[src/rtl/tod_pkg.sv]
package tod_pkg;
  localparam int BYTE_W = 8;
  localparam int ADDR_W = 3;
  localparam int VAL_W  = 7;

  localparam logic [ADDR_W-1:0] A_SEC  = 3'd0;
  localparam logic [ADDR_W-1:0] A_MIN  = 3'd1;
  localparam logic [ADDR_W-1:0] A_HOUR = 3'd2;
  localparam logic [ADDR_W-1:0] A_DOW  = 3'd3;
  localparam logic [ADDR_W-1:0] A_DATE = 3'd4;
  localparam logic [ADDR_W-1:0] A_MON  = 3'd5;
  localparam logic [ADDR_W-1:0] A_YEAR = 3'd6;

  // Field byte to numeric value in the active encoding.
  function automatic logic [VAL_W-1:0] fdec(input logic [BYTE_W-1:0] v, input logic bin);
    logic [VAL_W-1:0] t;
    if (bin) t = v[VAL_W-1:0];
    else     t = VAL_W'(v[7:4]) * VAL_W'(10) + VAL_W'(v[3:0]);
    return t;
  endfunction

  // Numeric value to field byte in the active encoding.
  function automatic logic [BYTE_W-1:0] fenc(input logic [VAL_W-1:0] n, input logic bin);
    logic [VAL_W-1:0] tens;
    logic [VAL_W-1:0] ones;
    logic [BYTE_W-1:0] r;
    tens = n / VAL_W'(10);
    ones = n - tens * VAL_W'(10);
    if (bin) r = {1'b0, n};
    else     r = {tens[3:0], ones[3:0]};
    return r;
  endfunction

  function automatic logic [VAL_W-1:0] month_len(input logic [VAL_W-1:0] m, input logic leap);
    logic [VAL_W-1:0] d;
    case (m)
      7'd2:                       d = leap ? 7'd29 : 7'd28;
      7'd4, 7'd6, 7'd9, 7'd11:    d = 7'd30;
      default:                    d = 7'd31;
    endcase
    return d;
  endfunction
endpackage

[src/rtl/tod_wrap_unit.sv]
module tod_wrap_unit
  import tod_pkg::*;
#(
  parameter int LO = 0
) (
  input  logic [BYTE_W-1:0] cur_i,
  input  logic [VAL_W-1:0]  lim_i,
  input  logic              bin_i,
  input  logic              inc_i,
  output logic [BYTE_W-1:0] nxt_o,
  output logic              carry_o
);
  logic [VAL_W-1:0] val;

  always_comb begin
    val     = fdec(cur_i, bin_i);
    carry_o = inc_i && (val >= lim_i);
    if (!inc_i)       nxt_o = cur_i;
    else if (carry_o) nxt_o = fenc(VAL_W'(LO), bin_i);
    else              nxt_o = fenc(val + VAL_W'(1), bin_i);
  end
endmodule

[src/rtl/tod_hour_unit.sv]
module tod_hour_unit
  import tod_pkg::*;
(
  input  logic [BYTE_W-1:0] cur_i,
  input  logic              bin_i,
  input  logic              h24_i,
  input  logic              inc_i,
  output logic [BYTE_W-1:0] nxt_o,
  output logic              carry_o
);
  logic             pm;
  logic [VAL_W-1:0] hv;
  logic [BYTE_W-1:0] enc_t;

  always_comb begin
    pm      = cur_i[7];
    hv      = fdec({1'b0, cur_i[6:0]}, bin_i);
    nxt_o   = cur_i;
    carry_o = 1'b0;
    enc_t   = '0;
    if (inc_i) begin
      if (h24_i) begin
        if (hv >= 7'd23) begin
          nxt_o   = fenc(7'd0, bin_i);
          carry_o = 1'b1;
        end else begin
          nxt_o = fenc(hv + 7'd1, bin_i);
        end
      end else begin
        if (hv == 7'd11) begin
          enc_t   = fenc(7'd12, bin_i);
          nxt_o   = {~pm, enc_t[6:0]};
          carry_o = pm;
        end else if (hv >= 7'd12) begin
          enc_t = fenc(7'd1, bin_i);
          nxt_o = {pm, enc_t[6:0]};
        end else begin
          enc_t = fenc(hv + 7'd1, bin_i);
          nxt_o = {pm, enc_t[6:0]};
        end
      end
    end
  end
endmodule

[src/rtl/tod_calendar.sv]
module tod_calendar
  import tod_pkg::*;
(
  input  logic              clk,
  input  logic              rst_n,
  input  logic              tick_i,
  input  logic              hold_i,
  input  logic              bin_i,
  input  logic              h24_i,
  input  logic              dst_en_i,
  input  logic              wr_en_i,
  input  logic [ADDR_W-1:0] addr_i,
  input  logic [BYTE_W-1:0] wdata_i,
  output logic [BYTE_W-1:0] rdata_o
);
  logic [BYTE_W-1:0] sec_q, min_q, hour_q, dow_q, date_q, mon_q, yr_q;
  logic [BYTE_W-1:0] sec_n, min_n, hour_n, dow_n, date_n, mon_n, yr_n;
  logic sec_c, min_c, hour_c, dow_c, date_c, mon_c, yr_c;
  logic fb_done_q;
  logic advance;
  logic [VAL_W-1:0] mon_v, yr_v, date_v, mlen;
  logic at_159, sunday, spring, fall;

  assign advance = tick_i && !hold_i && !wr_en_i;
  assign mon_v   = fdec(mon_q, bin_i);
  assign yr_v    = fdec(yr_q, bin_i);
  assign date_v  = fdec(date_q, bin_i);
  assign mlen    = month_len(mon_v, yr_v[1:0] == 2'b00);

  tod_wrap_unit #(.LO(0)) u_sec (
    .cur_i(sec_q), .lim_i(7'd59), .bin_i(bin_i), .inc_i(advance),
    .nxt_o(sec_n), .carry_o(sec_c));
  tod_wrap_unit #(.LO(0)) u_min (
    .cur_i(min_q), .lim_i(7'd59), .bin_i(bin_i), .inc_i(sec_c),
    .nxt_o(min_n), .carry_o(min_c));
  tod_hour_unit u_hour (
    .cur_i(hour_q), .bin_i(bin_i), .h24_i(h24_i), .inc_i(min_c),
    .nxt_o(hour_n), .carry_o(hour_c));
  tod_wrap_unit #(.LO(1)) u_dow (
    .cur_i(dow_q), .lim_i(7'd7), .bin_i(bin_i), .inc_i(hour_c),
    .nxt_o(dow_n), .carry_o(dow_c));
  tod_wrap_unit #(.LO(1)) u_date (
    .cur_i(date_q), .lim_i(mlen), .bin_i(bin_i), .inc_i(hour_c),
    .nxt_o(date_n), .carry_o(date_c));
  tod_wrap_unit #(.LO(1)) u_mon (
    .cur_i(mon_q), .lim_i(7'd12), .bin_i(bin_i), .inc_i(date_c),
    .nxt_o(mon_n), .carry_o(mon_c));
  tod_wrap_unit #(.LO(0)) u_yr (
    .cur_i(yr_q), .lim_i(7'd99), .bin_i(bin_i), .inc_i(mon_c),
    .nxt_o(yr_n), .carry_o(yr_c));

  // Seasonal shift: the byte 0x01 means 1 o'clock before noon in every mode.
  assign at_159 = min_c && (hour_q == 8'h01);
  assign sunday = (dow_q == 8'h01);
  assign spring = dst_en_i && at_159 && sunday && (mon_v == 7'd4) && (date_v <= 7'd7);
  assign fall   = dst_en_i && at_159 && sunday && (mon_v == 7'd10) && (date_v >= 7'd25)
                  && !fb_done_q;

  always_ff @(posedge clk or negedge rst_n) begin
    if (!rst_n) begin
      sec_q     <= 8'h00;
      min_q     <= 8'h00;
      hour_q    <= 8'h00;
      dow_q     <= 8'h01;
      date_q    <= 8'h01;
      mon_q     <= 8'h01;
      yr_q      <= 8'h00;
      fb_done_q <= 1'b0;
    end else if (wr_en_i) begin
      case (addr_i)
        A_SEC:   sec_q  <= wdata_i;
        A_MIN:   min_q  <= wdata_i;
        A_HOUR:  hour_q <= wdata_i;
        A_DOW:   dow_q  <= wdata_i;
        A_DATE:  date_q <= wdata_i;
        A_MON:   mon_q  <= wdata_i;
        A_YEAR:  yr_q   <= wdata_i;
        default: ;
      endcase
    end else begin
      sec_q  <= sec_n;
      min_q  <= min_n;
      hour_q <= spring ? 8'h03 : (fall ? 8'h01 : hour_n);
      dow_q  <= dow_n;
      date_q <= date_n;
      mon_q  <= mon_n;
      yr_q   <= yr_n;
      if (fall)        fb_done_q <= 1'b1;
      else if (hour_c) fb_done_q <= 1'b0;
    end
  end

  always_comb begin
    case (addr_i)
      A_SEC:   rdata_o = sec_q;
      A_MIN:   rdata_o = min_q;
      A_HOUR:  rdata_o = hour_q;
      A_DOW:   rdata_o = dow_q;
      A_DATE:  rdata_o = date_q;
      A_MON:   rdata_o = mon_q;
      A_YEAR:  rdata_o = yr_q;
      default: rdata_o = '0;
    endcase
  end

  logic unused_c;
  assign unused_c = dow_c ^ yr_c;
endmodule

[config.mk]
export PLATFORM = sky130hd
export DESIGN_NAME = tod_calendar
export DESIGN_NICKNAME = d
export VERILOG_FILES = /design/src/rtl/tod_pkg.sv /design/src/rtl/tod_wrap_unit.sv /design/src/rtl/tod_hour_unit.sv /design/src/rtl/tod_calendar.sv
export SDC_FILE = /design/constraint.sdc
export NUM_CORES = 1
export LEC_CHECK = 0
export ABC_AREA = 1
export ABC_CLOCK_PERIOD_IN_PS = 8400
export BUFFER_PORTS_ARGS = -buffer_cell sky130_fd_sc_hd__buf_4
export CAP_MARGIN = 10
export CORE_ASPECT_RATIO = 1.2
export CORE_UTILIZATION = 45
export DETAILED_ROUTE_END_ITERATION = 6
export SKIP_CTS_REPAIR_TIMING = 1
export SLEW_MARGIN = 40
export SYNTH_ARGS = -nofsm -noshare
export SYNTH_HDL_FRONTEND = slang
export SYNTH_SLANG_ARGS = --single-unit
[constraint.sdc]
create_clock -name clk -period 8.4 [get_ports clk]
set_input_delay 1.26 -clock clk [delete_from_list [all_inputs] [get_ports clk]]
set_output_delay 1.26 -clock clk [all_outputs]
set_load 0.01 [all_outputs]
Word-level counts from Yosys, hierarchy flattened --
Cells that the tools add are included.
Operators by class: divide/modulo/power cells 7, eq/ne operators 22, $mul 14, magnitude comparators 10, bitwise gates (word level) 2, $add $sub $neg 21, multiplexer cells 57, shift-type cells 0, reductions and logical operators 39
Operator list (count):
- $mux W8 | 39
- $mux W7 | 8
- $pmux W8 S7 | 1
- $add A7 B1 Y7 const B | 7
- $add A7 B4 Y7 | 7
- $div A7 B4 Y7 const B | 7
- $mul A7 B3 Y3 const B | 7
- $mul A4 B3 Y6 const B | 6
- $eq A7 B4 Y1 const B | 4
- $sub A4 B4 Y4 | 7
- $eq A8 B1 Y1 const B | 2
- $logic_and A1 B1 Y1 | 16
- $reduce_and A2 Y1 | 8
- $eq A7 B3 Y1 const B | 2
- $ge A7 B4 Y1 const B | 2
- $ge A7 B5 Y1 const B | 2
- $ge A7 B6 Y1 const B | 2
- $ne A2 B1 Y1 const B | 7
- $reduce_bool A2 Y1 | 6
- $eq A3 B3 Y1 const B | 3
- $eq A7 B2 Y1 const B | 1
- $ge A7 B3 Y1 const B | 1
- $ge A7 B5 Y1 | 1
- $ge A7 B7 Y1 const B | 1
- 15 further kinds | 25
Word-level totals: memories 0, latch bits 0, output and inout port bits 8, bits in writable memories 0, input bits 19, logic and storage cells 181, flip-flop bits (word level) 57, ROM bits 0

Longest topological paths before layout --
Gate-level depths: netlist of run 1.
depth in word-level cells 15, gate-level depth with buffers 39, depth with buffers taken out 39

Hierarchy --
From an unflattened synthesis of run 1, not the netlist that was laid out.
Unflattened totals: cell total of the unflattened synthesis 1917, area, all modules 12909.9 um^2
Modules (own cells, without submodules):
- tod_wrap_unit at u_date ... | cells an instance 201, instances 5, sequential area each 0.0 um^2, area an instance 1323.8 um^2
- tod_calendar | cells an instance 508, instances 1, sequential area each 1430.1 um^2, area an instance 3784.9 um^2
- tod_wrap_unit at u_yr | cells an instance 201, instances 1, sequential area each 0.0 um^2, area an instance 1285.0 um^2
- tod_hour_unit | cells an instance 203, instances 1, sequential area each 0.0 um^2, area an instance 1221.2 um^2

Worst setup path after synthesis of run 1 --
OpenSTA, ideal clock, no wires.
path type input to register, start point in bin_i, end point reg date_q[3], path slack 3.381 ns, stages on the path 32, arrival time 4.897 ns, library setup time 0.121 ns, path buffers 2, data required time 8.279 ns, path through buf_6 -> buf_6 -> o21ai_2 -> ha_1 -> nand2_1 -> nor2_1 -> nand3_1 -> xor2_1 -> nand3_1 -> nand3_1 -> nand2_1 -> nand2_1 -> nand2_1 -> nand3_1 -> nand2_1 -> nand2_1 -> inv_1 -> ha_1 -> nand3_1 -> nand2_1 -> a21oi_1 -> nor2_1 -> nand2_1 -> ha_1 -> inv_1 -> fa_1 -> xor2_1 -> inv_1 -> nand2_1 -> nand3_1 -> nand2_1 -> a21oi_1
On the way: longest elaborated chain between the ends 9, elaborated cells on any way between the ends 37, classes of those cells 2 x add/sub; 1 x mul; 1 x div; 4 x order compare; 6 x eq/ne; 16 x mux; 7 x reduce/logical
RTL lines:
- start: declaration | RTL line tod_calendar.sv:8 | input logic bin_i,
- $mux W7 | RTL line tod_pkg.sv:17 | if (bin) t = v[VAL_W-1:0];
- $add A7 B1 Y7 (tied with other cells) | RTL line tod_wrap_unit.sv:20 | else nxt_o = fenc(val + VAL_W'(1), bin_i);
- $div A7 B4 Y7 (tied with other cells) | RTL line tod_pkg.sv:27 | tens = n / VAL_W'(10);
- $mul A7 B3 Y3 (tied with other cells) | RTL line tod_pkg.sv:28 | ones = n - tens * VAL_W'(10);
- $sub A4 B4 Y4 (tied with other cells) | RTL line tod_pkg.sv:28
- $mux W8 or $logic_and A1 B1 Y1 (tied branches) | RTL line tod_pkg.sv:29, tod_wrap_unit.sv:17
- $mux W8 | RTL line tod_wrap_unit.sv:19 | else if (carry_o) nxt_o = fenc(VAL_W'(LO), bin_i);
- $mux W8 | RTL line tod_wrap_unit.sv:18 | if (!inc_i) nxt_o = cur_i;
- $mux W8 | RTL line tod_calendar.sv:69 | end else if (wr_en_i) begin
- end signal: assignment | RTL line tod_calendar.sv:75 | A_DATE: date_q <= wdata_i;
- end signal: assignment | RTL line tod_calendar.sv:85 | date_q <= date_n;
- end: declaration | RTL line tod_calendar.sv:16 | logic [BYTE_W-1:0] sec_q, min_q, hour_q, dow_q, date_q, mon_q, yr_q;
Parallel ways exist; a longest one is shown, timed or not. The select of a mux whose other input is x is not followed. A chain may end at the register's enable or synchronous reset.

Worst setup path after layout of run 1 --
Ends and elaborated chain as after synthesis.

==> out/metrics.cfg, run 1 <==
[status]
outcome=complete, no violations

[clocking]
clockBufferDepth=2
cts_tree=yes
clkSinkCount=57
cts-root-buf=clkbuf_16
ctsHtreeMaxLevel=3
cts_buffers=9
clk_latency_ps=340
clk_pin_slew_ps=50

[global_route]
grt_antenna_before_repair=0
grt.total_usage_pct=26.7
grt_pass1_wl_um=42200
grt_start_max_net_pins=74
first_global_vias=8475
overflow=0

[timing]
fin_ws_ps=2630
setup_violations=0
slew_headroom_pct=47.2
layout_min_cycle_time_ps=5770
clock-skew-final_ps=6.78
rsz0062_at_grt=false
post-route-period-util_pct=68.6
worstMarginPinSlew_ps=785
slew_viol_final=0
fin_tns_setup_ps=0
max_freq_mhz=173
hold_violations=0

[logic_synthesis]
syn_inst=1397
syn_area_um2=8810
synth.net_count=1517
synth_area_leaders=nand2_1, dfrtp_1, ha_1
yosysSeqAreaShare_pct=16.2
synth_warnings=0
syn_area_per_cell_um2=6.31
ys_seq_elements=57
netlist.area_leader.share_pct=16.9
yosys.cell_types.count=55
netlist.top_cell.by_area=nand2_1

[place]
dp_cells=1654
port_buffers=26
pre_cts_slack_ps=2240
dpl_cell_area_um2=9200
gp_congestion=0.966
dp_hpwl_um=19900

[setup_path]
crit_type=in2reg
critPathLaunchType=input port
crit_arrival_ps=5990
cp_max_fo=73
critPathRequiredTime_ps=8620
cpPeakStageDelay_ps=460
crit_top_cell=nand2_1
crit_slowest_cell=buf_4
critPathCaptureType=flop

[floorplan]
floorplan.initialDensity_pct=46.4
die_w_um=130
core_um2=19000
die_area_um2=20100
num_rows=55
die_y_um=155
top_level_ports=27

[min_path]
hold_class=reg2reg

[layout]
drive_gt1_share_pct=9.47
final_common_cell=nand2_1
fin_area_um2=9550
area_growth_pct=8.35
final_cell_mix=nand2_1, inv_1, nand3_1, nor2_1, ha_1
diodes=0
fin_cells=1671
nets=1530
fillers=2032

[route]
wire_per_inst_um=15.2
drc=0
wirelength_um=25400
dr_total_vias=8986
drt_pass1_iterations=7
drt_iter0_drc=693
vias_per_cell=5.38
ant_nets=0

[flow_run]
max_cap_viol_count=0

==> synthesized netlist by cell type (all sizes together) <==
cell and number:
a21boi 1, a21o 1, a21oi 46, a221oi 7
a22o 2, a22oi 1, a31oi 30, and2 2
buf 16, clkbuf 10, clkinv 2, dfrtp 54
dfstp 3, fa 20, ha 81, inv 231
nand2 420, nand3 120, nand3b 18, nand4 25
nor2 113, nor3 18, nor3b 1, nor4 7
o2111ai 10, o211ai 23, o21a 5, o21ai 78
o22ai 7, o31ai 1, o41ai 3, or2 8
xnor2 10, xor2 23
==> cell families (layout without fill, tap and decap cells) <==
logic type               Yosys count  in the layout  synth area share [%]
AND/OR/NAND/NOR                  732            732                  36.9
XOR/XNOR                          33             33                  3.66
flip-flops                        57             57                  16.2
adder cells (fa/ha/maj)          101            101                  16.0
buffers and inverters            259            277                  11.7
AO/OA/AOI/OAI                    215            215                  15.4
==> worst paths after layout <==
check,slack (ps),from,cells after the start,end
worst max-delay path,2630,bin_i,32,date_q[3]
worst min-delay path,590,fb_done_q,2,fb_done_q
worst max register to register,3030,date_q[5],33,date_q[3]
worst min register to register,590,fb_done_q,2,fb_done_q
max in group asynchronous,7100,rst_n,1,date_q[3]
min in group asynchronous,910,rst_n,1,mon_q[3]
==> sequential cells by signal, indices dropped and copies added, names as in the netlist <==
name	cells
date_q	8
dow_q	8
fb_done_q	1
hour_q	8
min_q	8
mon_q	8
sec_q	8
yr_q	8
==> worst max-delay path, delay by kind of cell <==
kind / cells / cell delay, ps
simple gates: 17 / 1680
buf+inv: 6 / 1080
fa+ha+maj: 3 / 790
compound gates: 4 / 630
xor+xnor: 2 / 560
==> layer usage <==
metal	up-vias	wire [µm]	GRT usage, %
met5	-	0	0
met4	0	732	8.19
met3	42	1030	2.89
met2	182	11900	45.7
met1	4159	11800	34.9
li1	4603	-	-
==> area by class of cell <==
class | count | area (µm²) | area share, %
Clock buffer | 12 | 267 | 2.79
Inverter | 233 | 880 | 9.21
Clock inverter | 4 | 73.8 | 0.773
Sequential cell | 57 | 1430 | 15.0
Tap cell | 256 | 320 | 3.35
Multi-Input combinational cell | 1081 | 6370 | 66.7
Timing Repair Buffer | 28 | 211 | 2.21
==> metrics by stage <==
stage                     utilization, %  hold slack, ps
after floorplan                        -             498
after global placement              48.3             538
after detailed placement            48.4             581
after CTS                           50.2             592
after global routing                50.3             609
final                               50.3             587
Power of run 1 is not shown: default switching activity piles up to over one toggle a cycle in this logic, so the estimate is an artifact.
==> run 2: changes to the inputs <==
ABC_AREA = 0   (was 1)
ABC_CLOCK_PERIOD_IN_PS = 5200   (was 8400)
clock period = 5.2 ns   (was 8.4 ns; I/O delays follow)
==> out/metrics.cfg, run 2 <==
[status]
outcome=finished, violations left
violations=setup timing

[setup_path]
cp_max_fo=4  ; -95%
worst-path-buf-inv=3  ; -3
timing.rr.start=min_q[7]
critPathRequiredTime_ps=5420  ; -3200 ps
regToRegEndpoint=min_q[2]
worst-path-stages=23  ; -28%
crit_type=reg2reg
critPathLaunchType=flop
reg2reg_depth=23  ; -30%
worstPathCellList=ha_1 -> ha_2 -> fa_1 -> o211ai_1 -> o211a_1 -> o311ai_4 -> o22ai_1 -> or4b_4 -> and3_4 -> nor3_4 -> inv_1 -> ha_1 -> nor3b_4 -> inv_1 -> o211ai_1 -> and2_4 -> o21ai_4 -> ha_4 -> inv_2 -> fa_2 -> mux2i_1 -> o211ai_1 -> o21a_1
crit_family=adder cells
crit_slowest_cell=fa_1
cpPeakStageDelay_ps=520  ; +60 ps
crit_arrival_ps=5670  ; -320 ps
rrSetupSlack_ps=-250  ; -3280 ps
crit_top_cell=o211ai_1
critPathCaptureType=flop

[global_route]
grt_pass1_wl_um=51300  ; +22%
grt_antenna_before_repair=0  ; unchanged
overflow=0  ; unchanged
grt.total_usage_pct=29.3  ; +2.6 points
first_global_vias=10100  ; +20%
grt_start_max_net_pins=58  ; -22%

[timing]
setup_violations=5  ; +5
layout_min_cycle_time_ps=5450
worstMarginPinSlew_ps=844  ; +58.9 ps
post-route-period-util_pct=105
slew_viol_final=0  ; unchanged
max_freq_mhz=184
hold_violations=0  ; unchanged
rsz0062_at_grt=true
clock-skew-final_ps=9.47  ; +2.69 ps
slew_headroom_pct=42.3  ; -5.0 points
fin_ws_ps=-246  ; -2880 ps

[logic_synthesis]
synth_warnings=0  ; unchanged
synth-main-ff-cell=dfrtp_1
yosys.cell_types.count=96  ; +75%
synth.net_count=1368  ; -9.8%
synth_most_common_cell=nand2_1
synth_edf_count=0  ; unchanged
async_flop_share_pct=100  ; unchanged
netlist.area_leader.share_pct=13.9  ; -3.0 points
ys_seq_elements=57  ; unchanged
netlist.top_cell.by_area=dfrtp_1
syn_area_um2=9710  ; +10%
ys_top_cells_by_count=nand2_1, nor2_1, ha_1
yosysSeqAreaShare_pct=14.7  ; -1.5 points
syn_inst=1246  ; -11%
syn_area_per_cell_um2=7.80  ; +24%
synth_area_leaders=dfrtp_1, ha_1, nand2_1

[floorplan]
die_w_um=136  ; +4.9%
die_y_um=163  ; +4.9%
num_rows=58  ; +5.5%
floorplan.initialDensity_pct=46.2  ; -0.24 points
die_area_um2=22200  ; +10%
core_um2=21000  ; +11%
top_level_ports=27  ; unchanged

[clocking]
clockBufferDepth=2  ; unchanged
clk_pin_slew_ps=50  ; about the same
ctsHtreeMaxLevel=3  ; unchanged
cts_tree=yes
cts_buffers=9  ; unchanged
cts-root-buf=clkbuf_16
clkSinkCount=57  ; unchanged
clk_latency_ps=330  ; about the same

[place]
port_buffers=26  ; unchanged
dp_cells=1721  ; +4.1%
dp_hpwl_um=25300  ; +27%
gp_congestion=0.934  ; -3.3%

[layout]
final_cell_mix=buf_4, nand2_1, nor2_1, o21ai_0, ha_1
nets=1608  ; +5.1%
fin_cells=1761  ; +5.4%
diodes=0  ; unchanged
drive_gt1_share_pct=35.3  ; +26 points
fillers=1914  ; -5.8%
final_common_cell=buf_4
area_growth_pct=35.5

[route]
ant_nets=0  ; unchanged
drc=0  ; unchanged
drt_iter0_drc=597  ; -14%
vias_per_cell=6.02  ; +12%
wire_per_inst_um=18.5  ; +22%
drt_pass1_iterations=7  ; unchanged
dr_total_vias=10600  ; +18%
wirelength_um=32600  ; +28%

[min_path]
hold_class=in2async

[flow_run]
max_cap_viol_count=0  ; unchanged

-- run 2: cell types whose count changed in the layout (fill, tap and decap cells not counted), moves of 15 or more --
cell      change
buf_4       +256
ha_1         -23
inv_1       -175
mux2_2       +25
mux2i_1      +30
nand2_1     -282
nand2_2      -15
nand2b_1     +15
nand3_1      -68
xnor2_1      +27
-- run 2: cells by family (layout without fill, tap and decap cells) --
family                     after synthesis  after routing  synth area share, %
and+or+nand+nor                        450            450                 23.5
adders and majority gates              108            108                 15.3
DFF                                     57             57                 14.7
AOI/OAI and AO/OA                      394            394                 28.4
muxes                                   64             64                 6.99
xor gates and xnor gates                65             65                 5.94
buffers and inverters                  108            353                 5.14
-- run 2: how the worst max path moves through the flow --
| stage | from | end | slack (ps) |
|---|---|---|---|
| after floorplan | bin_i | mon_q[2] | -520 |
| after global placement | mon_q[5] | mon_q[2] | -270 |
| after detailed placement | min_q[7] | min_q[3] | -290 |
| after CTS | min_q[7] | min_q[3] | -300 |
| after global routing | min_q[5] | min_q[2] | -520 |
| final | min_q[7] | min_q[2] | -250 |
-- run 2: metrics by stage --
stage / util [%] / cell area (µm²) / setup TNS (ps) / hold slack (ps) / worst slack (ps)
after floorplan: - / 10100 / -1810 / 484 / -518
after global placement: 57.5 / 12100 / -1280 / 547 / -271
after detailed placement: 57.5 / 12100 / -1880 / 553 / -295
after CTS: 58.9 / 12400 / -1990 / 559 / -300
after global routing: 62.5 / 13200 / -3070 / 463 / -518
final: 62.5 / 13200 / -999 / 426 / -246
-- run 2: worst register-to-register path, stage by stage, from the launching register on --
cell and delay [ps]:
dfrtp_1 380, ha_1 290, ha_2 180, fa_1 520, o211ai_1 130, o211a_1 330, o311ai_4 360, o22ai_1 120
or4b_4 520, and3_4 180, nor3_4 170, inv_1 70, ha_1 270, nor3b_4 230, inv_1 70, o211ai_1 240
and2_4 210, o21ai_4 60, ha_4 180, inv_2 50, fa_2 420, mux2i_1 130, o211ai_1 110, o21a_1 140
-- run 2: layout make-up --
| type | count | area, µm² | area share (%) |
|---|---|---|---|
| clock inverter | 2 | 10.0 | 0.0761 |
| clock buffer | 14 | 284 | 2.16 |
| inverter | 51 | 191 | 1.45 |
| timing repair buffer | 286 | 2180 | 16.6 |
| sequential | 57 | 1430 | 10.9 |
| multi-input combinational | 1081 | 8730 | 66.3 |
| tap | 270 | 338 | 2.57 |
-- run 2: per-layer routing --
metal	vias up	global-route usage (%)	share of wire [%]
met4	0	9.24	2.4
met1	5098	36.4	42
met3	54	3.14	4.7
met2	273	52.4	51
li1	5169	-	-
met5	-	0	0
Power of run 2 is left out for the same reason.
